## src/rtl/pair_arith_pkg.sv

```systemverilog
package pair_arith_pkg;

  localparam int unsigned PA_WIDTH  = 16;
  localparam int unsigned PA_DISP_W = 8;
  localparam int unsigned PA_MODE_W = 3;

  localparam logic [PA_MODE_W-1:0] MODE_PAIR_ADD  = 3'd0;
  localparam logic [PA_MODE_W-1:0] MODE_PAIR_INC  = 3'd1;
  localparam logic [PA_MODE_W-1:0] MODE_PAIR_DEC  = 3'd2;
  localparam logic [PA_MODE_W-1:0] MODE_DISP_SP   = 3'd3;
  localparam logic [PA_MODE_W-1:0] MODE_DISP_PAIR = 3'd4;

  typedef struct packed {
    logic z;
    logic n;
    logic h;
    logic c;
  } pa_flags_t;

  typedef struct packed {
    logic add;
    logic step;
    logic disp;
    logic pass;
    logic to_sp;
  } pa_decode_t;

endpackage

```

## src/rtl/pair_operand_sel.sv

```systemverilog
module pair_operand_sel
  import pair_arith_pkg::*;
#(
  parameter int unsigned WIDTH  = PA_WIDTH,
  parameter int unsigned DISP_W = PA_DISP_W
) (
  input  logic [PA_MODE_W-1:0] mode_i,
  input  logic [WIDTH-1:0]     rhs_i,
  input  logic [DISP_W-1:0]    disp_i,
  output pa_decode_t           dec_o,
  output logic [WIDTH-1:0]     addend_o
);

  localparam int unsigned EXT_W = WIDTH - DISP_W;

  logic [WIDTH-1:0] disp_ext;
  logic [WIDTH-1:0] step_one;
  logic [WIDTH-1:0] step_minus;

  generate
    if (EXT_W > 0) begin : g_ext
      assign disp_ext = {{EXT_W{disp_i[DISP_W-1]}}, disp_i};
    end else begin : g_noext
      assign disp_ext = disp_i[WIDTH-1:0];
    end
  endgenerate

  assign step_one   = {{(WIDTH-1){1'b0}}, 1'b1};
  assign step_minus = {WIDTH{1'b1}};

  always_comb begin
    dec_o       = '0;
    addend_o    = '0;
    unique case (mode_i)
      MODE_PAIR_ADD: begin
        dec_o.add = 1'b1;
        addend_o  = rhs_i;
      end
      MODE_PAIR_INC: begin
        dec_o.step = 1'b1;
        addend_o   = step_one;
      end
      MODE_PAIR_DEC: begin
        dec_o.step = 1'b1;
        addend_o   = step_minus;
      end
      MODE_DISP_SP: begin
        dec_o.disp  = 1'b1;
        dec_o.to_sp = 1'b1;
        addend_o    = disp_ext;
      end
      MODE_DISP_PAIR: begin
        dec_o.disp = 1'b1;
        addend_o   = disp_ext;
      end
      default: begin
        dec_o.pass = 1'b1;
      end
    endcase
  end

  // One operation class per mode; only mode 3 steers to the stack pointer.
  always_comb begin
    p_one_class_r8: assert ($countones({dec_o.add, dec_o.step, dec_o.disp, dec_o.pass}) == 1)
      else $error("decode class not unique");
    p_sp_dest_r7: assert (!dec_o.to_sp || (mode_i == MODE_DISP_SP))
      else $error("stack pointer destination outside mode 3");
  end

endmodule

```

## src/rtl/pair_carry_chain.sv

```systemverilog
module pair_carry_chain #(
  parameter int unsigned WIDTH = 16
) (
  input  logic [WIDTH-1:0] a_i,
  input  logic [WIDTH-1:0] b_i,
  output logic [WIDTH-1:0] sum_o,
  output logic [WIDTH-1:0] cout_o
);

  logic [WIDTH:0]   full;
  logic [WIDTH-1:0] cin;

  assign full  = {1'b0, a_i} + {1'b0, b_i};
  assign sum_o = full[WIDTH-1:0];
  assign cin   = full[WIDTH-1:0] ^ a_i ^ b_i;

  // cout_o[i] is the carry leaving bit i.
  generate
    for (genvar i = 0; i < WIDTH - 1; i++) begin : g_cout
      assign cout_o[i] = cin[i+1];
    end
  endgenerate
  assign cout_o[WIDTH-1] = full[WIDTH];

endmodule

```

## src/rtl/pair_flag_gen.sv

```systemverilog
module pair_flag_gen
  import pair_arith_pkg::*;
#(
  parameter int unsigned WIDTH  = PA_WIDTH,
  parameter int unsigned DISP_W = PA_DISP_W
) (
  input  pa_decode_t       dec_i,
  input  pa_flags_t        flags_i,
  input  logic [WIDTH-1:0] cout_i,
  output pa_flags_t        flags_o
);

  localparam int unsigned PAIR_H_BIT = WIDTH - 5;
  localparam int unsigned PAIR_C_BIT = WIDTH - 1;
  localparam int unsigned DISP_H_BIT = (DISP_W / 2) - 1;
  localparam int unsigned DISP_C_BIT = DISP_W - 1;

  always_comb begin
    flags_o = flags_i;
    if (dec_i.add) begin
      flags_o.n = 1'b0;
      flags_o.h = cout_i[PAIR_H_BIT];
      flags_o.c = cout_i[PAIR_C_BIT];
    end else if (dec_i.disp) begin
      flags_o.z = 1'b0;
      flags_o.n = 1'b0;
      flags_o.h = cout_i[DISP_H_BIT];
      flags_o.c = cout_i[DISP_C_BIT];
    end
  end

  always_comb begin
    p_add_keeps_z_r2: assert (!dec_i.add || (flags_o.z == flags_i.z && !flags_o.n))
      else $error("pair add disturbed Z or set N");
    p_step_flags_r4: assert (!dec_i.step || (flags_o == flags_i))
      else $error("increment/decrement changed flags");
    p_disp_zn_r6: assert (!dec_i.disp || (!flags_o.z && !flags_o.n))
      else $error("displacement mode left Z or N set");
    p_pass_flags_r8: assert (!dec_i.pass || (flags_o == flags_i))
      else $error("unused mode changed flags");
  end

endmodule

```

## src/rtl/pair_arith_unit.sv

```systemverilog
module pair_arith_unit
  import pair_arith_pkg::*;
(
  input  logic [15:0] lhs_i,
  input  logic [15:0] rhs_i,
  input  logic [7:0]  disp_i,
  input  logic [2:0]  mode_i,
  input  logic [3:0]  flags_i,
  output logic [15:0] sum_o,
  output logic [3:0]  flags_o,
  output logic        to_sp_o
);

  localparam int unsigned WIDTH  = PA_WIDTH;
  localparam int unsigned DISP_W = PA_DISP_W;

  pa_decode_t       dec;
  logic [WIDTH-1:0] addend;
  logic [WIDTH-1:0] raw_sum;
  logic [WIDTH-1:0] cout;
  pa_flags_t        flags_nxt;

  pair_operand_sel #(.WIDTH(WIDTH), .DISP_W(DISP_W)) u_sel (
    .mode_i   (mode_i),
    .rhs_i    (rhs_i),
    .disp_i   (disp_i),
    .dec_o    (dec),
    .addend_o (addend)
  );

  pair_carry_chain #(.WIDTH(WIDTH)) u_chain (
    .a_i    (lhs_i),
    .b_i    (addend),
    .sum_o  (raw_sum),
    .cout_o (cout)
  );

  pair_flag_gen #(.WIDTH(WIDTH), .DISP_W(DISP_W)) u_flags (
    .dec_i   (dec),
    .flags_i (pa_flags_t'(flags_i)),
    .cout_i  (cout),
    .flags_o (flags_nxt)
  );

  assign sum_o   = dec.pass ? lhs_i : raw_sum;
  assign flags_o = flags_nxt;
  assign to_sp_o = dec.to_sp;

  always_comb begin
    p_inc_wrap_r3: assert (!(mode_i == MODE_PAIR_INC && lhs_i == 16'hFFFF) || sum_o == 16'h0000)
      else $error("increment did not wrap");
    p_dec_wrap_r3: assert (!(mode_i == MODE_PAIR_DEC && lhs_i == 16'h0000) || sum_o == 16'hFFFF)
      else $error("decrement did not wrap");
    p_disp_low_r5: assert (!dec.disp || sum_o[7:0] == 8'(lhs_i[7:0] + disp_i))
      else $error("displacement low byte wrong");
  end

endmodule

```

## config.mk

```make
export PLATFORM = sky130hd
export DESIGN_NAME = pair_arith_unit
export DESIGN_NICKNAME = d
export VERILOG_FILES = /design/src/rtl/pair_arith_pkg.sv /design/src/rtl/pair_operand_sel.sv /design/src/rtl/pair_carry_chain.sv /design/src/rtl/pair_flag_gen.sv /design/src/rtl/pair_arith_unit.sv
export SDC_FILE = /design/constraint.sdc
export NUM_CORES = 1
export LEC_CHECK = 0
export CAP_MARGIN = 30
export CELL_PAD_IN_SITES_DETAIL_PLACEMENT = 1
export CELL_PAD_IN_SITES_GLOBAL_PLACEMENT = 1
export CORE_MARGIN = 5
export CORE_UTILIZATION = 50
export DETAILED_ROUTE_END_ITERATION = 8
export DONT_BUFFER_PORTS = 1
export PLACE_DENSITY_LB_ADDON = 0.3
export SLEW_MARGIN = 20
export SYNTH_ARGS = -nofsm -noshare
export SYNTH_HDL_FRONTEND = slang
export SYNTH_SLANG_ARGS = --single-unit
```

## constraint.sdc

```tcl
create_clock -name vclk -period 11.5
set_input_delay 2.3 -clock vclk [all_inputs]
set_output_delay 2.3 -clock vclk [all_outputs]
set_load 0.1 [all_outputs]
```

==> summary.md <==
| Metric | Value |
|---|---|
| Run status | complete, no violations |
| Final Hold Viols | 0 |
| Layout cell share with drive strength beyond 1 | 20.5% |
| Post-synth top area cell | ha_1 |
| Crit Path Class | in2out |
| VDD IR max | ~0.00011 V |
| Vias in the first global route | 1796 |
| Req. time, crit path | 9.20 ns |
| Critical path's slowest cell | a22o_1 |
| Filler cell count | approximately 340 |
| All-Layer GR Usage | approximately a quarter |
| Final setup vio count | 0 |
| FF/Latch Area | 0 µm² |
| Nets@finish | between 200 and 300 |
| Cts repair resizes | 0 |
| Post-route cell area | about 1800 µm² |
| Post-route ant nets | 0 |
| Hold-fix buffers, CTS | 0 |
| F_max | roughly 130 MHz |
| Post-Synthesis Cell Area | 1430 µm² |
| DR WL/cell | roughly 21 µm |
| RSZ-0062 raised after global routing | no |
| Rel. slew slack | 35.3% |
| Largest net degree at the start of global routing | 27 |
| # rows | 19 |
| Max-cap violations | 0 |
| Max Slew Vio Count | 0 |
| Share of the synthesized area in the top cell type | approximately 14% |
| Buf/Inv on CP | 1 |
| Total core area | ~2800 µm² |
| Largest stage delay on the critical path | between 0.8 and 0.9 ns |
| Residual DRC | 0 |
| Pwr dens | about 130 nW/µm² |
| CP delay by family, top | compound AO/OA/AOI/OAI gates |
| Final wirelength | 5250 µm |
| Initial DRC count | 67 |
| Cell Area, Placed | 1760 µm² |
| Average cell area after synthesis | 6.97 µm² |
| CP Cell Sequence | inv_2 > nor3_2 > nand2_1 > o21ai_0 > ha_1 > a21o_1 > a21oi_1 > a21oi_1 > nor3_2 > mux2i_1 > a22o_1 |
| Total number of yosys warnings | 0 |
| TNS Setup | 0 ns |
| Post-synthesis cell count | slightly above 200 |
| Setup bufs post-CTS | 0 |
| Setup crit start kind | input port |
| Final period utilization | about two thirds |
| Seq Cell Count | 0 |
| Sequential share of the synthesized area | 0% |
| Total power draw | between 0.0002 and 0.00025 W |
| Overflow after GRT | 0 |
| Area contributors post-synth | ha_1 (14%), a21oi_1 (8.1%), a21o_1 (7.9%) |
| I/O pin total | about 70 |
| Die Width | around 63 µm |
| Syn_nets | 269 |
| WP data arrival | approximately 5.3 ns |
| DR vias | about 1700 |
| Dpl hpwl | ~4400 µm |
| Post-layout min period | ~7.6 ns |
| Port bufs | 0 |
| Vias per cell | between 6 and 7 |
| Placer congestion estimate | between 0.8 and 0.9 |
| First-pass iteration count of the detailed router | 4 |
| HP Class | in2out |
| Crit-path max FO | 13 |
| Vert. Die Dim | about 63 µm |
| Initial antenna violation count | 0 |
| Static Leak | about 0.87 nW |
| Synth cell types | 53 |
| Die area | about 4000 µm² |
| Slew of the pin with the lowest slew margin | approximately 0.97 ns |
| Clock buffer count | 0 |
| Starting Density | roughly 52% |
| Diodes inserted | 0 |
| WHS | 4.88 ns |
| Area Overhead vs Synth | 23.3% |
| First-pass GRT wire length | around 8400 µm |
| CP endpoint kind | output pin |
[final timing paths]
kind,start,slack [ns],endpoint,cells past startpoint
max,mode_i[2],3.91,sum_o[11],11
min,lhs_i[10],4.88,sum_o[10],3
[routing by layer]
metal  track usage [%]  up-vias  wire [µm]  share of wire [%]
li1                  -      784          -                  -
met1              28.8      801       2150                 41
met2              46.4       61       2700                 52
met3              3.55       16        272                5.2
met4              5.45        0        124                2.4
met5                 0        -          0                  0
[synth_stat cells, types with 2 or more instances]
master,instances
nor2_1,28
nand2_1,24
a21oi_1,23
ha_1,16
a21o_1,15
o21ai_0,13
xor2_1,7
a31oi_1,5
xnor2_1,5
clkbuf_1,4
a22o_1,3
and2_1,3
and3_1,3
nand2b_1,3
nor3_1,3
nor3_2,3
a211oi_1,2
buf_4,2
mux2i_1,2
nand3_1,2
nor3b_1,2
o211a_1,2
o211ai_1,2
o22ai_1,2
o31a_1,2
xnor3_1,2
[cell usage in the layout, fill, tap and decap left out, types with 4 or more instances in the layout]
cell type,n
a21o_1,15
buf_8,12
o21ai_0,9
a21oi_1,16
ha_1,16
a21oi_2,7
o21ai_2,4
xnor2_1,5
a31oi_1,5
nor2_1,27
nand2_1,24
xor2_1,7
[area by class of cell]
type                       instances  area [µm²]  share of cell area [%]
timing repair buffer              19         284                    16.1
tap                               31        38.8                    2.20
multi-input combinational        194        1430                    81.2
inverter                           2        7.51                   0.426
[per-stage QoR]
step                setup slack, ns  utilization, %  std cells
finish                         3.91            63.9        246
global placement               3.70            56.2        232
global route                   3.71            63.9        246
floorplan                      2.55               -        205
detailed placement             3.96            63.9        246
CTS                            3.95            63.9        246
[power breakdown]
group          total (W)  internal, W  switching [W]
registers              0            0              0
logic           0.000236    0.0000733       0.000162
clock network          0            0              0
[logic make-up (layout without fill, tap and decap cells)]
| logic type | count (synthesis) | count (layout) | share of synthesized area (%) |
|---|---|---|---|
| muxes | 3 | 3 | 2.19 |
| xor gates and xnor gates | 16 | 16 | 13.3 |
| adders and majority gates | 17 | 17 | 15.4 |
| and+or+nand+nor | 77 | 77 | 26.5 |
| buffers and inverters | 11 | 21 | 4.03 |
| AOI/OAI and AO/OA | 81 | 81 | 38.5 |
[worst min-delay path, cell delays in order]
cell     delay [ns]
nand2_1        0.05
o21ai_2        0.06
buf_8          0.17
Note: power is estimated with default switching activity, not from simulation.
